--- config.mk ---
export PLATFORM = sky130hd
export DESIGN_NAME = boot_seq_top
export DESIGN_NICKNAME = d
export VERILOG_FILES = /design/src/rtl/bootseq_pkg.sv /design/src/rtl/boot_settle_timer.sv /design/src/rtl/boot_vec_fetch.sv /design/src/rtl/boot_seq_top.sv
export SDC_FILE = /design/constraint.sdc
export NUM_CORES = 1
export LEC_CHECK = 0
export BUFFER_PORTS_ARGS = -buffer_cell sky130_fd_sc_hd__buf_2
export CORE_MARGIN = 2
export CORE_UTILIZATION = 35
export DETAILED_ROUTE_END_ITERATION = 8
export PLACE_DENSITY = 0.64
export SETUP_SLACK_MARGIN = 0.5
export SYNTH_ARGS = -nofsm -noshare
export SYNTH_HDL_FRONTEND = slang
export SYNTH_SLANG_ARGS = --single-unit
--- constraint.sdc ---
create_clock -name clk -period 1.8 [get_ports clk]
set_input_delay 0.18 -clock clk [delete_from_list [all_inputs] [get_ports clk]]
set_output_delay 0.18 -clock clk [all_outputs]
set_load 0.01 [all_outputs]
--- src/rtl/bootseq_pkg.sv ---
package bootseq_pkg;

    typedef enum logic [2:0] {
        ST_DECIDE,
        ST_FETCH,
        ST_SETTLE,
        ST_FINISH,
        ST_RUN
    } seq_state_e;

    typedef enum logic {
        FE_IDLE,
        FE_READ
    } fetch_state_e;

    localparam logic [1:0] MODE_FLASH  = 2'b00;
    localparam logic [1:0] MODE_EEPROM = 2'b01;
    localparam logic [1:0] MODE_HOST   = 2'b10;

endpackage

--- src/rtl/boot_settle_timer.sv ---
module boot_settle_timer #(
    parameter int SETTLE_CYC = 8
) (
    input  logic clk,
    input  logic rst_n,
    input  logic start_i,
    output logic expire_o
);
    localparam int CNT_W = $clog2(SETTLE_CYC + 1);

    logic [CNT_W-1:0] cnt_q;
    logic             run_q;

    assign expire_o = run_q && (cnt_q == '0);

    always_ff @(posedge clk or negedge rst_n) begin
        if (!rst_n) begin
            cnt_q <= '0;
            run_q <= 1'b0;
        end else if (start_i) begin
            cnt_q <= CNT_W'(SETTLE_CYC - 1);
            run_q <= 1'b1;
        end else if (run_q) begin
            if (cnt_q == '0) begin
                run_q <= 1'b0;
            end else begin
                cnt_q <= cnt_q - 1'b1;
            end
        end
    end

    // while waiting, the settle count steps down by exactly one per cycle
    assert_settle_step_R7: assert property (@(posedge clk) disable iff (!rst_n)
        (run_q && cnt_q != '0 && !start_i) |=> (run_q && cnt_q == $past(cnt_q) - 1'b1));

endmodule

--- src/rtl/boot_vec_fetch.sv ---
module boot_vec_fetch
    import bootseq_pkg::*;
#(
    parameter int              ADDR_W   = 32,
    parameter int              BUS_W    = 16,
    parameter int              VEC_W    = 32,
    parameter logic [ADDR_W-1:0] VEC_ADDR = 32'h2000_0000
) (
    input  logic              clk,
    input  logic              rst_n,
    input  logic              start_i,
    input  logic              rdy_i,
    input  logic [BUS_W-1:0]  rdata_i,
    output logic              req_o,
    output logic [ADDR_W-1:0] addr_o,
    output logic [VEC_W-1:0]  vec_o,
    output logic              done_o
);
    localparam int NBEATS = VEC_W / BUS_W;
    localparam int BEAT_W = (NBEATS > 1) ? $clog2(NBEATS) : 1;
    localparam int STEP   = BUS_W / 8;

    fetch_state_e      st_q;
    logic [BEAT_W-1:0] beat_q;
    logic [VEC_W-1:0]  vec_q;
    logic              done_q;

    assign req_o  = (st_q == FE_READ);
    assign addr_o = VEC_ADDR + ADDR_W'(beat_q) * ADDR_W'(STEP);
    assign vec_o  = vec_q;
    assign done_o = done_q;

    always_ff @(posedge clk or negedge rst_n) begin
        if (!rst_n) begin
            st_q   <= FE_IDLE;
            beat_q <= '0;
            vec_q  <= '0;
            done_q <= 1'b0;
        end else begin
            done_q <= 1'b0;
            unique case (st_q)
                FE_IDLE: begin
                    if (start_i) begin
                        st_q   <= FE_READ;
                        beat_q <= '0;
                    end
                end
                FE_READ: begin
                    if (rdy_i) begin
                        vec_q <= {rdata_i, vec_q[VEC_W-1:BUS_W]};
                        if (beat_q == BEAT_W'(NBEATS - 1)) begin
                            st_q   <= FE_IDLE;
                            done_q <= 1'b1;
                        end else begin
                            beat_q <= beat_q + 1'b1;
                        end
                    end
                end
            endcase
        end
    end

    // a pending read keeps its request and address until ready
    assert_read_hold_R4: assert property (@(posedge clk) disable iff (!rst_n)
        (req_o && !rdy_i) |=> (req_o && $stable(addr_o)));

    // every fetch begins at the vector address
    assert_first_addr_R4: assert property (@(posedge clk) disable iff (!rst_n)
        $rose(req_o) |-> (addr_o == VEC_ADDR));

endmodule

--- src/rtl/boot_seq_top.sv ---
module boot_seq_top
    import bootseq_pkg::*;
#(
    parameter int                ADDR_W     = 32,
    parameter int                BUS_W      = 16,
    parameter int                SETTLE_CYC = 8,
    parameter logic [ADDR_W-1:0] VEC_ADDR   = 32'h2000_0000,
    parameter logic [ADDR_W-1:0] IRAM_START = 32'h0000_0100,
    parameter logic [ADDR_W-1:0] HOST_START = 32'h0000_0000
) (
    input  logic              clk,
    input  logic              rst_n,
    input  logic              boot_sel_i,
    input  logic              strap_pin_i,
    output logic              strap_do_o,
    output logic              strap_oe_o,
    output logic              strap_pu_o,
    output logic              mem_req_o,
    output logic [ADDR_W-1:0] mem_addr_o,
    input  logic              mem_rdy_i,
    input  logic [BUS_W-1:0]  mem_rdata_i,
    output logic [1:0]        boot_mode_o,
    output logic              dev_w8_o,
    output logic [ADDR_W-1:0] start_addr_o,
    output logic              done_o,
    output logic              cpu_hold_o
);
    localparam int VEC_W = ADDR_W;

    seq_state_e       state_q, state_d;
    logic             fetch_go, fetch_done;
    logic             tmr_go, tmr_exp;
    logic [VEC_W-1:0] vec;

    assign fetch_go = (state_q == ST_DECIDE) && !boot_sel_i;
    assign tmr_go   = (state_q == ST_DECIDE) && boot_sel_i;

    boot_vec_fetch #(
        .ADDR_W   (ADDR_W),
        .BUS_W    (BUS_W),
        .VEC_W    (VEC_W),
        .VEC_ADDR (VEC_ADDR)
    ) u_fetch (
        .clk     (clk),
        .rst_n   (rst_n),
        .start_i (fetch_go),
        .rdy_i   (mem_rdy_i),
        .rdata_i (mem_rdata_i),
        .req_o   (mem_req_o),
        .addr_o  (mem_addr_o),
        .vec_o   (vec),
        .done_o  (fetch_done)
    );

    boot_settle_timer #(
        .SETTLE_CYC (SETTLE_CYC)
    ) u_timer (
        .clk      (clk),
        .rst_n    (rst_n),
        .start_i  (tmr_go),
        .expire_o (tmr_exp)
    );

    // active-low chip select on the shared pin while a vector read runs
    assign strap_do_o = !mem_req_o;

    always_comb begin
        state_d = state_q;
        unique case (state_q)
            ST_DECIDE: state_d = boot_sel_i ? ST_SETTLE : ST_FETCH;
            ST_FETCH:  if (fetch_done) state_d = ST_FINISH;
            ST_SETTLE: if (tmr_exp) state_d = ST_FINISH;
            ST_FINISH: state_d = ST_RUN;
            ST_RUN:    state_d = ST_RUN;
        endcase
    end

    always_ff @(posedge clk or negedge rst_n) begin
        if (!rst_n) state_q <= ST_DECIDE;
        else        state_q <= state_d;
    end

    always_ff @(posedge clk or negedge rst_n) begin
        if (!rst_n) begin
            boot_mode_o  <= MODE_FLASH;
            dev_w8_o     <= 1'b0;
            start_addr_o <= '0;
            done_o       <= 1'b0;
            cpu_hold_o   <= 1'b1;
            strap_oe_o   <= 1'b1;
            strap_pu_o   <= 1'b1;
        end else begin
            done_o <= 1'b0;
            unique case (state_q)
                ST_DECIDE: begin
                    if (boot_sel_i) begin
                        strap_oe_o <= 1'b0;
                        strap_pu_o <= 1'b0;
                    end
                end
                ST_FETCH: begin
                    if (fetch_done) begin
                        boot_mode_o  <= MODE_FLASH;
                        dev_w8_o     <= vec[0];
                        start_addr_o <= {vec[VEC_W-1:1], 1'b0};
                        done_o       <= 1'b1;
                        cpu_hold_o   <= 1'b0;
                    end
                end
                ST_SETTLE: begin
                    if (tmr_exp) begin
                        boot_mode_o  <= strap_pin_i ? MODE_EEPROM : MODE_HOST;
                        dev_w8_o     <= 1'b0;
                        start_addr_o <= strap_pin_i ? IRAM_START : HOST_START;
                        done_o       <= 1'b1;
                        cpu_hold_o   <= 1'b0;
                    end
                end
                ST_FINISH, ST_RUN: ;
            endcase
        end
    end

    // the done pulse never lasts more than one cycle
    assert_done_single_R8: assert property (@(posedge clk) disable iff (!rst_n)
        done_o |=> !done_o);

    // once released, the decision does not move
    assert_result_frozen_R8: assert property (@(posedge clk) disable iff (!rst_n)
        (!cpu_hold_o && !done_o) |-> ($stable(start_addr_o) && $stable(boot_mode_o) && $stable(dev_w8_o)));

    // hold falls only together with done
    assert_hold_release_R9: assert property (@(posedge clk) disable iff (!rst_n)
        $fell(cpu_hold_o) |-> done_o);

    // done never appears while the processor is still held
    assert_done_unheld_R9: assert property (@(posedge clk) disable iff (!rst_n)
        done_o |-> !cpu_hold_o);

    // the pin is released with pull-up off throughout the settle wait
    assert_pin_released_R2: assert property (@(posedge clk) disable iff (!rst_n)
        (state_q == ST_SETTLE) |-> (!strap_oe_o && !strap_pu_o));

    // a finished flash boot keeps the pin as a driven chip select
    assert_flash_pin_R1: assert property (@(posedge clk) disable iff (!rst_n)
        (boot_mode_o == MODE_FLASH && !cpu_hold_o) |-> (strap_oe_o && strap_pu_o));

    // the mode code is always one of the three legal values
    assert_mode_legal_R3: assert property (@(posedge clk) disable iff (!rst_n)
        boot_mode_o != 2'b11);

endmodule

==> results.ini, run 1 <==
[outcome]
status=finished clean

[synth]
mappedNetlistArea_um2=3501
synth_flop_cell=dfrtp_1
synth_commonest_cells=dfrtp_1, nand2_1, buf_4, mux2_2, o21ai_0
synth_edf_count=0
synth_seq_cells=80
synthDistinctLibCells=39
synth_top_area_share_pct=55.75
synthArstFlopShare_pct=100.0
synth_top_area_cell=dfrtp_1
synth_seq_area_share_pct=57.26
yosysWarnings=0
syn-mean-instance-area_um2=10.97
yosysMostFrequentCell=dfrtp_1
synthTopCellsByArea=dfrtp_1, mux2_2, nand2_1
netlist_instances=319

[power_and_ir_drop]
p_leak_uw=0.002062
power_uw=7043
power.density_nw_per_um2=1645
ir_worst_vdd_mv=0.5772

[sta]
final-setup-viol-count=0
post-route-period-util_pct=88.61
drv_slew=0
rsz0062_at_grt=yes
final-hold-violation-count=0
clock.fmax_mhz=627.0
setup-tns-final_ns=0
min_period_ns=1.595
fin_skew_ns=0.01026

[drt]
vias=2437
wl_um=7284
vias_per_cell=4.589
dr.pass1.iters=4
postRouteAntennaNets=0
wl_per_cell_um=13.72
drc=0
initialDrtViolationCount=85

[worst_setup_path]
crit_family=simple AND/OR/NAND/NOR gates
slowest_stage=or4b_4
path_buf_inv=1
worstPathRequired_ns=2.03
cp_cell_sequence=or4b_4, nor3_4, buf_6, o21ai_0
crit_fanout=13
endpoint_kind=flip-flop
path_class=flip-flop to flip-flop
arrival_ns=1.83
cp_slowest_stage_delay_ns=0.55
startpoint_type=flip-flop

[floorplan]
std_cell_rows=36
die_area_um2=10820
core_um2=9729
die_h_um=104.0
pin_count=94
die_w_um=104.0
start_util_pct=35.98

[placed_design]
dpl.hpwl_um=4752
io_buffer_count=61
place.gp.congestion=0.8623

[clock_tree]
cts_tree=built
cts_htree_levels=3
cts_max_path_buffers=2
clock_latency_ns=0.35
clockRootBuffer=clkbuf_8
clk_pin_slew_ns=0.09
cts_buffers=9
cts_sinks=80

[grt]
grt_pass1_wl_um=11620
grt_pass1_vias=2380
grt_max_degree=34
grtUsageTotal_pct=13.49
grt_overflow_total=0
antenna_found_initial=0

[job]
cap_violations=0

[finish]
drive_gt1_share_pct=38.69
final_util_pct=44.02
area_delta_synth_final_pct=22.34
nFillCells=922
layout.nets=415
diodes=0

[min_path]
hp-class=input pin to flip-flop

-- sequential cells by signal (all words and copies together), names as in the netlist --
| name | count |
|---|---|
| u_fetch.vec_o | 32 |
| start_addr_o | 31 |
| u_timer.cnt_q | 4 |
| state_q | 3 |
| boot_mode_o | 2 |
| cpu_hold_o | 1 |
| dev_w8_o | 1 |
| done_o | 1 |
| strap_pu_o | 1 |
| u_fetch.beat_q | 1 |
| u_fetch.done_o | 1 |
| u_fetch.req_o | 1 |
| u_timer.run_q | 1 |
-- where the power goes --
part           switching [µW]  internal [µW]
logic                    1140           1270
registers                 559           2590
clock network             693            798
total                    2390           4650
-- cells by family (layout without fill, tap and decap cells) --
family | count (synthesis) | in the layout | share of synthesized area [%]
fa+ha+maj | 2 | 2 | 0.6433
other cells | 2 | 32 | 0.2145
buf+inv | 57 | 106 | 10.72
simple gates | 101 | 101 | 13.90
flops | 80 | 80 | 57.26
compound gates | 45 | 45 | 6.969
mux | 32 | 32 | 10.29
-- path summary, 6_finish.rpt --
path / cells past startpoint / start / slack (ns) / to
max in group asynchronous: 3 / rst_n / 0.88 / start_addr_o[22]$_DFFE_PN0P_
min: 2 / mem_rdata_i[14] / 0.05 / u_fetch.vec_o[30]$_DFFE_PN0P_
min in group asynchronous: 2 / rst_n / 0.29 / u_fetch.vec_o[24]$_DFFE_PN0P_
min reg2reg: 2 / u_fetch.vec_o[10]$_DFFE_PN0P_ / 0.49 / start_addr_o[10]$_DFFE_PN0P_
max reg2reg: 4 / u_timer.cnt_q[3]$_DFFE_PN0P_ / 0.20 / start_addr_o[21]$_DFFE_PN0P_
max: 4 / u_timer.cnt_q[3]$_DFFE_PN0P_ / 0.20 / start_addr_o[21]$_DFFE_PN0P_
-- routing by layer --
| layer | vias to the layer above | global-route usage (%) | wire length (µm) |
|---|---|---|---|
| met4 | 0 | 6.950 | 196 |
| met3 | 15 | 3.509 | 330 |
| met2 | 85 | 21.48 | 3561 |
| met1 | 1184 | 16.95 | 3196 |
| li1 | 1153 | - | - |
| met5 | - | 0 | 0 |
-- repair_timing --
item | 4_1_cts | 5_1_grt
pin swaps | 3 | 2
setup endpoints to repair | 41 | 72
hold buffers | 1 | 0
setup buffers | 4 | 4
gates resized for setup | 14 | 14
cloned | 0 | 1
endpoints found under the hold margin | 28 | 0
-- per-stage QoR --
stage	setup slack (ns)	hold slack (ns)	std cells	cell area [µm²]
finish	0.2050	0.04603	531	4283
global route	0.1338	0.03382	531	4283
CTS	0.2176	0.03782	526	4165
detailed placement	0.1941	0.1367	505	3862
global placement	0.2474	0.1365	505	3862
floorplan	0.3286	-0.1156	349	3620
-- cell type report --
cell class	count	area [µm²]	share of cell area (%)
multi-input cells	212	1305	30.47
repair buffers	84	555.5	12.97
flip-flops and latches	80	2007	46.86
well taps	133	166.4	3.885
inverters	6	22.52	0.5259
clock inverters	7	102.6	2.396
clock buffers	9	123.9	2.892
-- layout by cell type (no fill, tap or decap), types with 2 or more instances in the layout --
master      n
a31oi_1     2
buf_12      2
buf_2      60
buf_4      13
buf_6       6
bufinv_16   2
clkbuf_8    9
conb_1     32
dfrtp_1    76
dfrtp_2     2
dfstp_2     2
inv_1       4
inv_2       2
inv_6       3
mux2_2     32
nand2_1    67
nand2_2     3
nand2b_1    2
nor2_1      7
nor4b_1     2
o21ai_0     5
o21ai_1    30
o31ai_1     2
or4b_4      2
-- worst reg2reg max path: cells and delay by family, from the launching register on --
family	cells	cell delay (ns)
simple gates	2	0.76
flops	1	0.43
buf+inv	1	0.19
compound gates	1	0.10
(Power assumes the default switching activity.)
==> run 2: changes to the inputs <==
--- a/config.mk
+++ b/config.mk
@@ -6,7 +6,6 @@
 export NUM_CORES = 1
 export LEC_CHECK = 0
 export BUFFER_PORTS_ARGS = -buffer_cell sky130_fd_sc_hd__buf_2
-export CORE_MARGIN = 2
 export CORE_UTILIZATION = 35
 export DETAILED_ROUTE_END_ITERATION = 8
 export PLACE_DENSITY = 0.64
==> run 2 against run 1 <==
Compared with the run above: combinational power increased by 16%; sequential power is essentially flat; critical path depth up 1; global-route usage increased by 0.92 points; via count up 2.2%; utilization grew 2.2 points; clock power decreased by 6%; setup slack got worse by 0.016 ns; critical endpoint is now start_addr_o[31]$_DFFE_PN0P_.
==> results.ini, run 2 (synthesized netlist as in run 1, its figures left out) <==
[floorplan]
std_cell_rows=36  ; unchanged
core_um2=9729  ; unchanged
die_area_um2=10410  ; was 10820 µm²
start_util_pct=35.98  ; unchanged
pin_count=94  ; unchanged
die_h_um=102.0  ; was 104.0 µm
die_w_um=102.0  ; was 104.0 µm

[sta]
fin_skew_ns=0.01342  ; was 0.01026 ns
min_period_ns=1.611  ; was 1.595 ns
final-hold-violation-count=0  ; unchanged
final-setup-viol-count=0  ; unchanged
drv_slew=0  ; unchanged
setup-tns-final_ns=0  ; unchanged
rsz0062_at_grt=yes  ; unchanged
post-route-period-util_pct=89.50  ; was 88.61%
clock.fmax_mhz=620.7  ; was 627.0 MHz

[clock_tree]
clockRootBuffer=clkbuf_8  ; unchanged
clock_latency_ns=0.35  ; about the same
cts_sinks=80  ; unchanged
cts_htree_levels=3  ; unchanged
cts_tree=built  ; unchanged
cts_buffers=9  ; unchanged
cts_max_path_buffers=2  ; unchanged
clk_pin_slew_ns=0.08  ; was 0.09 ns

[min_path]
hp-class=input pin to flip-flop  ; unchanged
worstHoldPathCells=2  ; unchanged

[finish]
drive_gt1_share_pct=45.54  ; was 38.69%
register_area_um2=2008  ; was 2007 µm²
final_common_cell=dfrtp_1  ; unchanged
final_cell_mix=dfrtp_1, nand2_1, buf_2  ; unchanged
diodes=0  ; unchanged
multi_input_area_um2=1439  ; was 1305 µm²
layout.nets=421  ; was 415
area_delta_synth_final_pct=28.34  ; was 22.34%
largest_register_ff_count=32  ; unchanged
fin_area_um2=4493  ; was 4283 µm²
nFillCells=922  ; unchanged
final_util_pct=46.18  ; was 44.02%

[drt]
wl_met1_um=3363  ; was 3196 µm
wl_per_cell_um=13.97  ; was 13.72 µm
vias=2491  ; was 2437
topRoutingLayerUsed=met4  ; unchanged
postRouteAntennaNets=0  ; unchanged
met2_length_um=3611  ; was 3561 µm
dr.pass1.iters=4  ; unchanged
wl_um=7502  ; was 7284 µm
drc=0  ; unchanged
vias_per_cell=4.639  ; was 4.589
initialDrtViolationCount=110  ; was 85
wl_met3_um=312  ; was 330 µm

[power_and_ir_drop]
p_leak_uw=0.002144  ; was 0.002062 µW
internal-power_uw=4829  ; was 4654 µW
p_sw_share_pct=33.83  ; was 33.93%
ir_worst_vdd_mv=0.6260  ; was 0.5772 mV
power.share.clock_pct=19.3  ; was 21.2%
seq_power_share_pct=42.7  ; was 44.7%
power_uw=7298  ; was 7043 µW
power.density_nw_per_um2=1624  ; was 1645 nW/µm²
comb_power_share_pct=38.1  ; was 34.1%
p_switching_uw=2469  ; was 2390 µW

[grt]
antenna_found_initial=0  ; unchanged
grt_max_degree=48  ; was 34
grt_pass1_vias=2335  ; was 2380
grtUsageTotal_pct=14.42  ; was 13.49%
grt_pass1_wl_um=11380  ; was 11620 µm
grt_overflow_total=0  ; unchanged

[worst_setup_path]
path_class=flip-flop to flip-flop  ; unchanged
endpoint_kind=flip-flop  ; unchanged
ff2ff_path_depth=5  ; was 4
arrival_ns=1.84  ; was 1.83 ns
startpoint_type=flip-flop  ; unchanged
crit_fanout=8  ; was 13
worstPathRequired_ns=2.03  ; about the same

[placed_design]
place.gp.congestion=0.8371  ; was 0.8623
io_buffer_count=61  ; unchanged
placed_area_um2=3850  ; was 3862 µm²
dpl.hpwl_um=4484  ; was 4752 µm

[job]
cap_violations=0  ; unchanged

[outcome]
status=finished clean  ; unchanged

==> run 2: power by group through the flow <==
stage / combinational [µW] / sequential (µW) / clock [µW]
CTS: 2480 / 3100 / 1440
global placement: 2010 / 3160 / 0
floorplan: 1380 / 3150 / 0
detailed placement: 2070 / 3190 / 0
global route: 3030 / 3220 / 1520
finish: 2780 / 3120 / 1400
==> run 2: area by class of cell <==
| class | instances | area share (%) |
|---|---|---|
| flip-flops and latches | 80 | 44.70 |
| multi-input cells | 212 | 32.02 |
| clock buffers | 11 | 2.924 |
| clock inverters | 5 | 1.754 |
| well taps | 133 | 3.704 |
| repair buffers | 90 | 14.40 |
| inverters | 6 | 0.5013 |
==> run 2: path summary, 6_finish.rpt <==
path / from / end / slack [ns]
max: state_q[2]$_DFFE_PN0P_ / start_addr_o[31]$_DFFE_PN0P_ / 0.19
min: mem_rdata_i[13] / u_fetch.vec_o[29]$_DFFE_PN0P_ / 0.06
max reg2reg: state_q[2]$_DFFE_PN0P_ / start_addr_o[31]$_DFFE_PN0P_ / 0.19
min reg2reg: u_fetch.vec_o[10]$_DFFE_PN0P_ / start_addr_o[10]$_DFFE_PN0P_ / 0.47
max in group asynchronous: rst_n / start_addr_o[19]$_DFFE_PN0P_ / 0.88
min in group asynchronous: rst_n / start_addr_o[8]$_DFFE_PN0P_ / 0.32
==> run 2: metrics by stage <==
step,instances,worst slack [ns],hold WS [ns]
finish,537,0.1890,0.06269
global route,537,0.1409,0.05258
CTS,530,0.2075,0.04833
detailed placement,500,0.1482,0.1602
global placement,500,0.1992,0.1508
floorplan,349,0.3286,-0.1156
==> run 2: worst max-delay path, cell delays in order, from the launching register on <==
cell,delay [ns]
dfrtp_1,0.41
or4b_4,0.57
nor3_4,0.14
buf_6,0.15
clkbuf_16,0.17
o21ai_1,0.06
==> run 2: layer usage <==
| layer | vias up | track usage [%] |
|---|---|---|
| li1 | 1163 | - |
| met1 | 1232 | 18.95 |
| met2 | 79 | 22.61 |
| met3 | 17 | 2.873 |
| met4 | 0 | 7.582 |
| met5 | - | 0 |
==> run 2: what timing repair did <==
item	in CTS	in global routing
hold buffers	1	0
endpoints found under the hold margin	31	0
buffers inserted	13	4
pin swaps	6	10
cloned	0	3
endpoints found under the setup margin	41	45
gates resized for setup	20	38
